<file path="src/rtl/pmic_reg_pkg.sv">
package pmic_reg_pkg;
  localparam int BYTE_W = 8;
  typedef logic [BYTE_W-1:0] byte_t;

  typedef enum logic [3:0] {
    ST_IDLE, ST_ADDR, ST_ADDR_ACK, ST_SUB, ST_SUB_ACK,
    ST_WDATA, ST_WDATA_ACK, ST_RDATA, ST_RDATA_ACK, ST_SKIP
  } bus_state_t;

  typedef struct packed {
    logic  shadowWr;
    logic  commit;
    byte_t wrData;
    byte_t subAddr;
  } ctrl_strobes_t;

  // reset value of the command register at sub-address idx+1
  function automatic byte_t cmdDefault(input int idx);
    if (idx < 4)       return 8'h6F;
    else if (idx < 7)  return 8'h0F;
    else if (idx == 9) return 8'hFF;
    else               return 8'h00;
  endfunction
endpackage

</file>
<file path="src/rtl/pmic_bus_ctrl.sv">
module pmic_bus_ctrl
  import pmic_reg_pkg::*;
#(
  parameter logic [6:0] DEV_ADDR = 7'h09,
  parameter int         NUM_CMD  = 11,
  parameter byte_t      SUB_CLR  = 8'h0F,
  parameter byte_t      SUB_NONE = 8'h00
) (
  input  logic          clk,
  input  logic          rstN,
  input  logic          sclIn,
  input  logic          sdaIn,
  input  byte_t         rdData,
  output ctrl_strobes_t stb,
  output logic          sdaPullDown,
  output logic          clearIrq
);
  localparam logic [3:0] BITS_FULL = 4'(BYTE_W);
  localparam logic [3:0] BITS_LAST = 4'(BYTE_W - 1);

  bus_state_t state;
  logic       sclQ, sdaQ;
  logic [3:0] bitCnt;
  byte_t      shiftReg, subAddr;
  logic       rdMode, subSeen, clrArm;
  logic       sclRise, sclFall, startDet, stopDet, subValid, byteDone;

  assign sclRise  = sclIn & ~sclQ;
  assign sclFall  = ~sclIn & sclQ;
  assign startDet = sclIn & sclQ & sdaQ & ~sdaIn;
  assign stopDet  = sclIn & sclQ & ~sdaQ & sdaIn;
  assign subValid = (subAddr != '0) && (int'(subAddr) <= NUM_CMD);
  assign byteDone = sclFall && (bitCnt == BITS_FULL);

  always_comb begin
    stb.shadowWr = (state == ST_WDATA) && byteDone && subValid;
    stb.commit   = stopDet;
    stb.wrData   = shiftReg;
    stb.subAddr  = subAddr;
  end

  always_ff @(posedge clk or negedge rstN) begin
    if (!rstN) begin
      sclQ        <= 1'b1;
      sdaQ        <= 1'b1;
      state       <= ST_IDLE;
      bitCnt      <= '0;
      shiftReg    <= '0;
      subAddr     <= '0;
      rdMode      <= 1'b0;
      sdaPullDown <= 1'b0;
      subSeen     <= 1'b0;
      clrArm      <= 1'b0;
      clearIrq    <= 1'b0;
    end else begin
      sclQ     <= sclIn;
      sdaQ     <= sdaIn;
      clearIrq <= 1'b0;
      if (stopDet) begin
        state       <= ST_IDLE;
        sdaPullDown <= 1'b0;
        bitCnt      <= '0;
        subSeen     <= 1'b0;
        if (subSeen && subAddr == SUB_CLR) begin
          clrArm <= 1'b1;
        end else begin
          clrArm <= 1'b0;
          if (subSeen && subAddr == SUB_NONE && clrArm) clearIrq <= 1'b1;
        end
      end else if (startDet) begin
        state       <= ST_ADDR;
        bitCnt      <= '0;
        sdaPullDown <= 1'b0;
      end else begin
        case (state)
          ST_ADDR, ST_SUB, ST_WDATA: begin
            if (sclRise && bitCnt != BITS_FULL) begin
              shiftReg <= {shiftReg[BYTE_W-2:0], sdaIn};
              bitCnt   <= bitCnt + 4'd1;
            end else if (byteDone) begin
              bitCnt <= '0;
              if (state == ST_ADDR) begin
                if (shiftReg[BYTE_W-1:1] == DEV_ADDR) begin
                  rdMode      <= shiftReg[0];
                  sdaPullDown <= 1'b1;
                  state       <= ST_ADDR_ACK;
                end else begin
                  state <= ST_SKIP;
                end
              end else if (state == ST_SUB) begin
                subAddr     <= shiftReg;
                subSeen     <= 1'b1;
                sdaPullDown <= 1'b1;
                state       <= ST_SUB_ACK;
              end else begin
                sdaPullDown <= 1'b1;
                state       <= ST_WDATA_ACK;
              end
            end
          end
          ST_ADDR_ACK: begin
            if (sclFall) begin
              if (rdMode) begin
                shiftReg    <= rdData;
                sdaPullDown <= ~rdData[BYTE_W-1];
                bitCnt      <= '0;
                state       <= ST_RDATA;
              end else begin
                sdaPullDown <= 1'b0;
                state       <= ST_SUB;
              end
            end
          end
          ST_SUB_ACK, ST_WDATA_ACK: begin
            if (sclFall) begin
              sdaPullDown <= 1'b0;
              state       <= ST_WDATA;
            end
          end
          ST_RDATA: begin
            if (sclFall) begin
              if (bitCnt == BITS_LAST) begin
                sdaPullDown <= 1'b0;
                state       <= ST_RDATA_ACK;
              end else begin
                shiftReg    <= {shiftReg[BYTE_W-2:0], 1'b0};
                sdaPullDown <= ~shiftReg[BYTE_W-2];
                bitCnt      <= bitCnt + 4'd1;
              end
            end
          end
          ST_RDATA_ACK: if (sclFall) state <= ST_SKIP;
          default: ;
        endcase
      end
    end
  end


  idle_release_chk: assert property (@(posedge clk) disable iff (!rstN)
    (state == ST_IDLE) |-> !sdaPullDown);


  skip_release_chk: assert property (@(posedge clk) disable iff (!rstN)
    (state == ST_SKIP) |-> !sdaPullDown);


  clear_single_chk: assert property (@(posedge clk) disable iff (!rstN)
    clearIrq |=> !clearIrq);


  clear_after_stop_chk: assert property (@(posedge clk) disable iff (!rstN)
    clearIrq |-> $past(stopDet));
endmodule

</file>
<file path="src/rtl/pmic_reg_bank.sv">
module pmic_reg_bank
  import pmic_reg_pkg::*;
#(
  parameter int    NUM_CMD  = 11,
  parameter byte_t SUB_LIVE = 8'h0C,
  parameter byte_t SUB_HELD = 8'h0D
) (
  input  logic                      clk,
  input  logic                      rstN,
  input  ctrl_strobes_t             stb,
  input  byte_t                     statusLive,
  input  byte_t                     statusHeld,
  output byte_t                     rdData,
  output logic [NUM_CMD*BYTE_W-1:0] cmdActive
);
  for (genvar i = 0; i < NUM_CMD; i++) begin : g_cmd
    localparam byte_t RST_VAL = cmdDefault(i);
    byte_t shadowQ, activeQ;
    logic  pendQ, hit;

    assign hit = (stb.subAddr == byte_t'(i + 1));

    always_ff @(posedge clk or negedge rstN) begin
      if (!rstN) begin
        shadowQ <= RST_VAL;
        activeQ <= RST_VAL;
        pendQ   <= 1'b0;
      end else begin
        if (stb.shadowWr && hit) begin
          shadowQ <= stb.wrData;
          pendQ   <= 1'b1;
        end
        if (stb.commit) begin
          if (pendQ) activeQ <= shadowQ;
          pendQ <= 1'b0;
        end
      end
    end

    assign cmdActive[i*BYTE_W +: BYTE_W] = activeQ;


    pend_clear_chk: assert property (@(posedge clk) disable iff (!rstN)
      stb.commit |=> !pendQ);
  end

  always_comb begin
    rdData = '0;
    if (stb.subAddr == SUB_LIVE) rdData = statusLive;
    else if (stb.subAddr == SUB_HELD) rdData = statusHeld;
    else begin
      for (int k = 0; k < NUM_CMD; k++)
        if (stb.subAddr == byte_t'(k + 1)) rdData = cmdActive[k*BYTE_W +: BYTE_W];
    end
  end


  hold_until_stop_chk: assert property (@(posedge clk) disable iff (!rstN)
    !stb.commit |=> $stable(cmdActive));
endmodule

</file>
<file path="src/rtl/pmic_reg_target.sv">
module pmic_reg_target
  import pmic_reg_pkg::*;
#(
  parameter logic [6:0] DEV_ADDR = 7'h09,
  parameter int         NUM_CMD  = 11
) (
  input  logic                      clk,
  input  logic                      rstN,
  input  logic                      sclIn,
  input  logic                      sdaIn,
  input  logic [7:0]                statusLive,
  input  logic [7:0]                statusHeld,
  output logic [NUM_CMD*BYTE_W-1:0] cmdActive,
  output logic                      sdaPullDown,
  output logic                      clearIrq
);
  ctrl_strobes_t stb;
  byte_t         rdData;

  pmic_bus_ctrl #(.DEV_ADDR(DEV_ADDR), .NUM_CMD(NUM_CMD)) u_ctrl (
    .clk(clk), .rstN(rstN), .sclIn(sclIn), .sdaIn(sdaIn), .rdData(rdData),
    .stb(stb), .sdaPullDown(sdaPullDown), .clearIrq(clearIrq)
  );

  pmic_reg_bank #(.NUM_CMD(NUM_CMD)) u_bank (
    .clk(clk), .rstN(rstN), .stb(stb), .statusLive(statusLive),
    .statusHeld(statusHeld), .rdData(rdData), .cmdActive(cmdActive)
  );
endmodule

</file>
<file path="config.mk">
export PLATFORM = sky130hd
export DESIGN_NAME = pmic_reg_target
export DESIGN_NICKNAME = d
export VERILOG_FILES = /design/src/rtl/pmic_reg_pkg.sv /design/src/rtl/pmic_bus_ctrl.sv /design/src/rtl/pmic_reg_bank.sv /design/src/rtl/pmic_reg_target.sv
export SDC_FILE = /design/constraint.sdc
export NUM_CORES = 1
export LEC_CHECK = 0
export BUFFER_PORTS_ARGS = -buffer_cell sky130_fd_sc_hd__buf_2
export CAP_MARGIN = 10
export CORE_MARGIN = 8
export CORE_UTILIZATION = 35
export DETAILED_ROUTE_END_ITERATION = 16
export GPL_TIMING_DRIVEN = 0
export SETUP_SLACK_MARGIN = 0.05
export SLEW_MARGIN = 25
export SYNTH_ARGS = -nofsm -noshare
export SYNTH_HDL_FRONTEND = slang
export SYNTH_SLANG_ARGS = --single-unit
</file>
<file path="constraint.sdc">
create_clock -name clk -period 6.65 [get_ports clk]
set_clock_uncertainty 0.05 [all_clocks]
set_input_delay 0.9975 -clock clk [delete_from_list [all_inputs] [get_ports clk]]
set_output_delay 0.9975 -clock clk [all_outputs]
set_load 0.02 [all_outputs]
</file>
==> run_results.csv, run 1 <==
group,metric,value,unit
power,power.leakage,5.48,nW
yosys,synth_cell_types,70,
drt,viasPerCell,5.45,
worst_setup_path,r2r_cells,7,
clock_network,htree_levels,1,
floorplan,start_util,0.354,
worst_setup_path,cp_num_cells,7,
worst_setup_path,crit_required,7.03,ns
yosys,syn_nets,797,
global_route,grt-ovfl-total,0,
drt,drc,0,
clock_network,cts_hold_repair.buffers,0,
yosys,synth_top_area_cell,"dfrtp_1",
drt,ant_nets,0,
global_route,grt_max_degree,90,
worst_setup_path,cp-end-kind,"register",
timing,drv_slew,0,
timing,relSlewSlack,0.317,
drt,routedWlPerCell,24.0,um
clock_network,cts_resized,0,
drt,num_vias,7154,
floorplan,dieArea,0.0346,mm^2
clock_network,cts_setup_buffers,0,
worst_setup_path,slowest_stage,"o32ai_1",
floorplan,rows,62,
global_route,antenna_found_initial,0,
yosys,synthDominantCellAreaShare,0.317,
yosys,syn_area,0.0101,mm^2
final_layout,area_growth,18.9,%
yosys,synth_warnings,0,
yosys,synth-async-reset-ratio,1.00,
place,io_buffer_count,109,
final_layout,antennaDiodeCount,0,
worst_setup_path,critical_path_class,"register to register",
floorplan,fp.coreArea,0.0285,mm^2
yosys,synth.area.top_cells,"dfrtp_1, dfstp_2, mux2_2, nand2_1, nor2_1",
final_layout,stdcell_area,0.0120,mm^2
clock_network,cts_tree,"done",
final_layout,nets,934,
worst_setup_path,cpPeakStageDelay,0.66,ns
place,dp_hpwl,22500,um
place,gp_congestion,0.937,
global_route,grtUsageTotal,0.184,
worst_setup_path,cp_top_family,"compound AO/OA/AOI/OAI gates",
timing,post-route-period-util,0.427,
timing,fin_tns_setup,0,ns
yosys,synth.avg_cell_area,13.0,um^2
timing,setup_violations,0,
yosys,synth_ff_type,"dfrtp_1",
final_layout,multi_input_area,0.00433,mm^2
global_route,grt_pass1_vias,7480,
timing,hold_violations,0,
clock_network,clock_latency,0.52,ns
timing,fin_crit,2.84,ns
floorplan,die_w,186,um
drt,wl,31600,um
worst_setup_path,startpoint,"u_ctrl.subAddr[0]$_DFFE_PN0P_",
place,placed_area,0.0112,mm^2
yosys,synthCells,775,
drt,dr.first_iter.drc_count,679,
clock_network,cts.path.max_buffers,3,
worst_setup_path,cp-start-kind,"register",
timing,fmax,352,MHz
worst_hold_path,hold_class,"input pin to async pin",
final_layout,regArea,0.00557,mm^2
clock_network,cts_buffers,24,
worst_setup_path,path_buf_inv,1,
timing,worst_pin_slew,1.02,ns
yosys,synth-edff-count,0,
worst_setup_path,regToRegStartpoint,"u_ctrl.subAddr[0]$_DFFE_PN0P_",
run_status,status,"completed",
global_route,grt_pass1_wl,47900,um
floorplan,io_pins,110,
yosys,ys_ff_latch,218,
clock_network,clk_root_buffer_cell,"clkbuf_16",
worst_setup_path,path_max_fanout,10,
timing,rsz0062_at_grt,"false",
drt,first_pass_iters,5,
floorplan,die_y,186,um
final_layout,drive_gt1_frac,0.502,
job,drv_cap,0,
clock_network,clkTransAtPathRegs,0.07,ns
worst_setup_path,crit_chain,"buf_2, nand2_1, o32ai_1, a22oi_1, o2bb2ai_1, o2111ai_1, a31oi_1",
clock_network,cts.sinks,218,
power,powerDensity,318,mW/mm^2
power,vdd_ir_drop_max,161,uV
yosys,seq_area_frac_synth,0.551,
worst_setup_path,arrival,3.22,ns
final_layout,fill_cells,2744,
==> sequential cells by signal (all words and copies together) (netlist names), 4 cells and up <==
| name | cells |
|---|---|
| u_bank.g_cmd.activeQ | 88 |
| u_bank.g_cmd.shadowQ | 88 |
| u_bank.g_cmd.pendQ | 11 |
| u_ctrl.shiftReg | 8 |
| u_ctrl.subAddr | 8 |
| u_ctrl.bitCnt | 4 |
| u_ctrl.state | 4 |
==> cell type report <==
cell class	instances	share of cell area
Clock inverter	12	0.0120
Tap cell	384	0.0400
Timing Repair Buffer	111	0.0508
Multi-Input combinational cell	509	0.360
Clock buffer	31	0.0564
Sequential cell	218	0.463
Inverter	11	0.00344
Buffer	37	0.0135
==> kinds of logic after synthesis <==
family | synth area share
AOI/OAI and AO/OA | 0.0951
xor gates and xnor gates | 0.00173
adders and majority gates | 0.00248
buffers and inverters | 0.0202
DFF | 0.551
muxes | 0.236
and+or+nand+nor | 0.0933
==> metrics by stage <==
stage | setup slack [ns] | utilization | std cells | hold slack (ns) | power (mW)
after floorplan | 3.86 | - | 775 | 0.394 | 2.07
after detailed placement | 3.28 | 0.392 | 1270 | 0.414 | 2.43
after CTS | 3.82 | 0.421 | 1313 | 0.345 | 3.83
after global placement | 0.773 | 0.390 | 1268 | 0.411 | 2.44
after global routing | 3.70 | 0.421 | 1313 | 0.360 | 3.98
final | 3.81 | 0.421 | 1313 | 0.351 | 3.82
==> cells in the mapped netlist (7+ instances only) <==
library cell / n
a221oi_1: 7
o21a_1: 15
buf_2: 10
o21ai_0: 20
a21oi_1: 22
nor2_1: 38
mux2_2: 189
clkbuf_1: 21
inv_1: 10
nand2_1: 47
mux2i_1: 12
dfrtp_1: 128
nor2_4: 8
nand2b_1: 11
dfstp_2: 90
o32ai_1: 7
nand3_1: 12
==> final timing paths <==
check / endpoint / slack (ns)
max reg2reg: u_ctrl.shiftReg[0]$_DFFE_PN0P_ / 3.81
min in group clk: u_ctrl.clrArm$_DFFE_PN0P_ / 0.44
min: u_ctrl.state[0]$_DFFE_PN0P_ / 0.35
max in group asynchronous: u_bank.g_cmd[0].shadowQ[0]$_DFFE_PN1P_ / 5.39
min reg2reg: u_ctrl.clrArm$_DFFE_PN0P_ / 0.44
max: u_ctrl.shiftReg[0]$_DFFE_PN0P_ / 3.81
==> per-layer routing <==
metal  share of wire  track usage
met3           0.058       0.0279
met5               0            0
met4           0.033       0.0622
met1            0.44        0.250
met2            0.46        0.295
==> where the power goes <==
part	switching (mW)	leakage (nW)	total [mW]	internal [mW]
combinational	0.668	2.40	0.951	0.283
sequential	0.0956	2.68	1.48	1.39
clock	0.550	0.405	1.39	0.836
total	1.31	5.48	3.82	2.51
==> placed cells by master, fill, tap and decap left out, types with 4 or more instances in the layout <==
cell type	Yosys	layout
nor2b_1	6	6
nand2b_1	11	11
clkinv_2	0	5
buf_1	4	4
buf_2	10	118
a221oi_1	7	7
mux4_2	5	5
o21ai_0	20	20
clkbuf_16	0	25
nand2_1	47	47
a22oi_1	6	6
clkbuf_1	21	24
nor3_1	6	6
o21a_1	15	15
mux2_2	189	189
a211oi_1	4	4
a21oi_1	22	22
o32ai_1	7	7
dfrtp_1	128	128
dfstp_2	90	90
nor2_4	8	8
a2111oi_0	6	6
o22ai_1	5	5
mux2i_1	12	12
nand3_1	12	12
nor2_1	38	38
o311ai_0	4	4
inv_1	10	10
o211ai_1	4	4
No activity file was read; power rests on OpenSTA's default activity.
==> run 2, diff against run 1 <==
--- a/config.mk
+++ b/config.mk
@@ -5,6 +5,7 @@
 export SDC_FILE = /design/constraint.sdc
 export NUM_CORES = 1
 export LEC_CHECK = 0
+export ABC_AREA = 1
 export BUFFER_PORTS_ARGS = -buffer_cell sky130_fd_sc_hd__buf_2
 export CAP_MARGIN = 10
 export CORE_MARGIN = 8
==> constraint.sdc (replaced) <==
create_clock -name clk -period 2.3 [get_ports clk]
set_clock_uncertainty 0.05 [all_clocks]
set_input_delay 0.345 -clock clk [delete_from_list [all_inputs] [get_ports clk]]
set_output_delay 0.345 -clock clk [all_outputs]
set_load 0.02 [all_outputs]
==> run_results.csv, run 2 <==
group,metric,value,unit
floorplan,io_pins,110,
drt,ant_nets,0,
yosys,synth.avg_cell_area,9.59,um^2
global_route,grt_pass1_wl,45200,um
place,io_buffer_count,109,
clock_network,cts_buffers,25,
drt,dr.first_iter.drc_count,544,
place,placed_area,0.0110,mm^2
power,powerDensity,947,mW/mm^2
worst_setup_path,r2r_cells,11,
final_layout,stdcell_area,0.0134,mm^2
final_layout,area_growth,35.2,%
yosys,synth-async-reset-ratio,1.00,
yosys,synth-edff-count,0,
clock_network,cts.sinks,218,
floorplan,fp.coreArea,0.0279,mm^2
floorplan,rows,61,
power,vdd_ir_drop_max,509,uV
global_route,grt_max_degree,80,
final_layout,fill_cells,2517,
timing,setup_violations,0,
place,gp_congestion,0.872,
worst_hold_path,hold_class,"input pin to register",
clock_network,cts_tree,"done",
clock_network,clock_latency,0.52,ns
global_route,grt_pass1_vias,7858,
floorplan,die_w,184,um
worst_hold_path,holdPathStages,5,
run_status,status,"completed",
yosys,yosysMostFrequentCell,"nand2_1",
power,power.leakage,6.32,nW
drt,wl,30700,um
clock_network,clk_root_buffer_cell,"clkbuf_16",
yosys,syn_nets,1054,
final_layout,nets,1266,
worst_setup_path,cp-end-kind,"register",
timing,post-route-period-util,0.990,
job,drv_cap,0,
final_layout,regArea,0.00557,mm^2
yosys,synthCells,1032,
final_layout,largestRegisters,"u_bank.g_cmd.activeQ x88, u_bank.g_cmd.shadowQ x88, u_bank.g_cmd.pendQ x11",
place,dp_hpwl,20500,um
yosys,synth_warnings,0,
yosys,synthDominantCellAreaShare,0.324,
yosys,ys_ff_latch,218,
final_layout,layout_commonest_cell,"nand2_1",
global_route,grt-ovfl-total,0,
yosys,syn_area,0.00990,mm^2
yosys,synth_cell_types,47,
power,fin_total_pwr,12.7,mW
timing,relSlewSlack,0.203,
timing,fin_crit,2.28,ns
timing,fmax,439,MHz
timing,holdWs,0.156,ns
final_layout,drive_gt1_frac,0.465,
floorplan,start_util,0.355,
clock_network,clkTransAtPathRegs,0.06,ns
clock_network,htree_levels,1,
floorplan,die_y,184,um
floorplan,dieArea,0.0339,mm^2
drt,drc,0,
yosys,synthTopCellsByCount,"nand2_1, dfrtp_1, nor2_1",
timing,hold_violations,0,
worst_setup_path,arrival,2.68,ns
drt,num_vias,8141,
worst_setup_path,crit_required,2.70,ns
timing,fin_tns_setup,0,ns
clock_network,cts.path.max_buffers,3,
final_layout,mostFrequentLayoutCells,"nand2_1, dfrtp_1, buf_2, inv_1, dfstp_2",
yosys,seq_area_frac_synth,0.562,
worst_setup_path,cp-start-kind,"register",
global_route,antenna_found_initial,0,
timing,drv_slew,0,
drt,first_pass_iters,5,
drt,routedWlPerCell,18.7,um
timing,rsz0062_at_grt,"true",
timing,worst_pin_slew,1.20,ns
final_layout,final_util,0.480,
worst_setup_path,path_max_fanout,7,
drt,viasPerCell,4.96,
yosys,synth_top_area_cell,"dfrtp_1",
final_layout,antennaDiodeCount,0,
yosys,synth.area.top_cells,"dfrtp_1, dfstp_2, nand2_1, mux2_2, nor2_1",
yosys,synth_ff_type,"dfrtp_1",
final_layout,multi_input_area,0.00441,mm^2
worst_setup_path,critical_path_class,"register to register",
global_route,grtUsageTotal,0.171,
run 2: power by group:
group	internal, mW	switching, mW
Sequential	4.32	0.344
Combinational	1.29	2.69
Clock	2.45	1.59
run 2: routing by layer:
metal,global-route usage,vias to the layer above,wire [um]
met5,0,-,0
met1,0.227,4011,13400
met4,0.0539,0,850
met3,0.0284,57,1690
met2,0.283,224,14800
li1,-,3849,-
run 2: critical path: stages (launching register included):
cell	delay, ns
dfstp_2	0.55
inv_2	0.05
nor2_4	0.14
inv_4	0.06
nor2_4	0.13
nand4_4	0.11
nor4_4	0.31
buf_4	0.17
buf_12	0.16
nand3_4	0.15
clkbuf_16	0.20
o21ai_2	0.10
run 2: final timing paths:
check | slack (ns) | endpoint | from
min | 0.16 | u_ctrl.shiftReg[5]$_DFFE_PN0P_ | statusLive[5]
max in group asynchronous | 0.67 | u_bank.g_cmd[6].activeQ[0]$_DFFE_PN1P_ | rstN
min reg2reg | 0.42 | u_bank.g_cmd[5].shadowQ[2]$_DFFE_PN1P_ | u_bank.g_cmd[5].shadowQ[2]$_DFFE_PN1P_
min in group asynchronous | 0.35 | u_bank.g_cmd[2].shadowQ[4]$_DFFE_PN0P_ | rstN
max | 0.02 | u_bank.g_cmd[0].shadowQ[5]$_DFFE_PN1P_ | u_ctrl.sclQ$_DFF_PN1_
max reg2reg | 0.02 | u_bank.g_cmd[0].shadowQ[5]$_DFFE_PN1P_ | u_ctrl.sclQ$_DFF_PN1_
run 2: cell families after synthesis:
kind of cell / after synthesis / share of synthesized area
buffers and inverters: 138 / 0.0632
XOR/XNOR: 1 / 0.000885
flip-flops: 218 / 0.562
AND/OR/NAND/NOR: 416 / 0.192
multiplexers: 60 / 0.0682
AO/OA/AOI/OAI: 197 / 0.111
adder cells (fa/ha/maj): 2 / 0.00253
run 2: layout make-up:
type                    instances  share of cell area
plain buffers                  35              0.0233
clock buffers                  37              0.0524
multi-input cells             680               0.330
inverters                     103              0.0296
clock inverters                 9             0.00963
repair buffers                181               0.104
well taps                     378              0.0353
flip-flops and latches        218               0.416
run 2: what timing repair did:
item,in CTS,in global routing
pin swaps,15,47
hold buffers,3,0
endpoints found under the setup margin,128,153
cloned,2,13
gates resized for setup,27,205
hold endpoints to repair,52,0
setup buffers,16,39
run 2: stage by stage:
step / setup slack (ns) / std cells
floorplan: 0.296 / 1032
global placement: -2.94 / 1519
detailed placement: -0.381 / 1521
CTS: 0.00604 / 1588
global route: -0.0735 / 1641
finish: 0.0223 / 1641
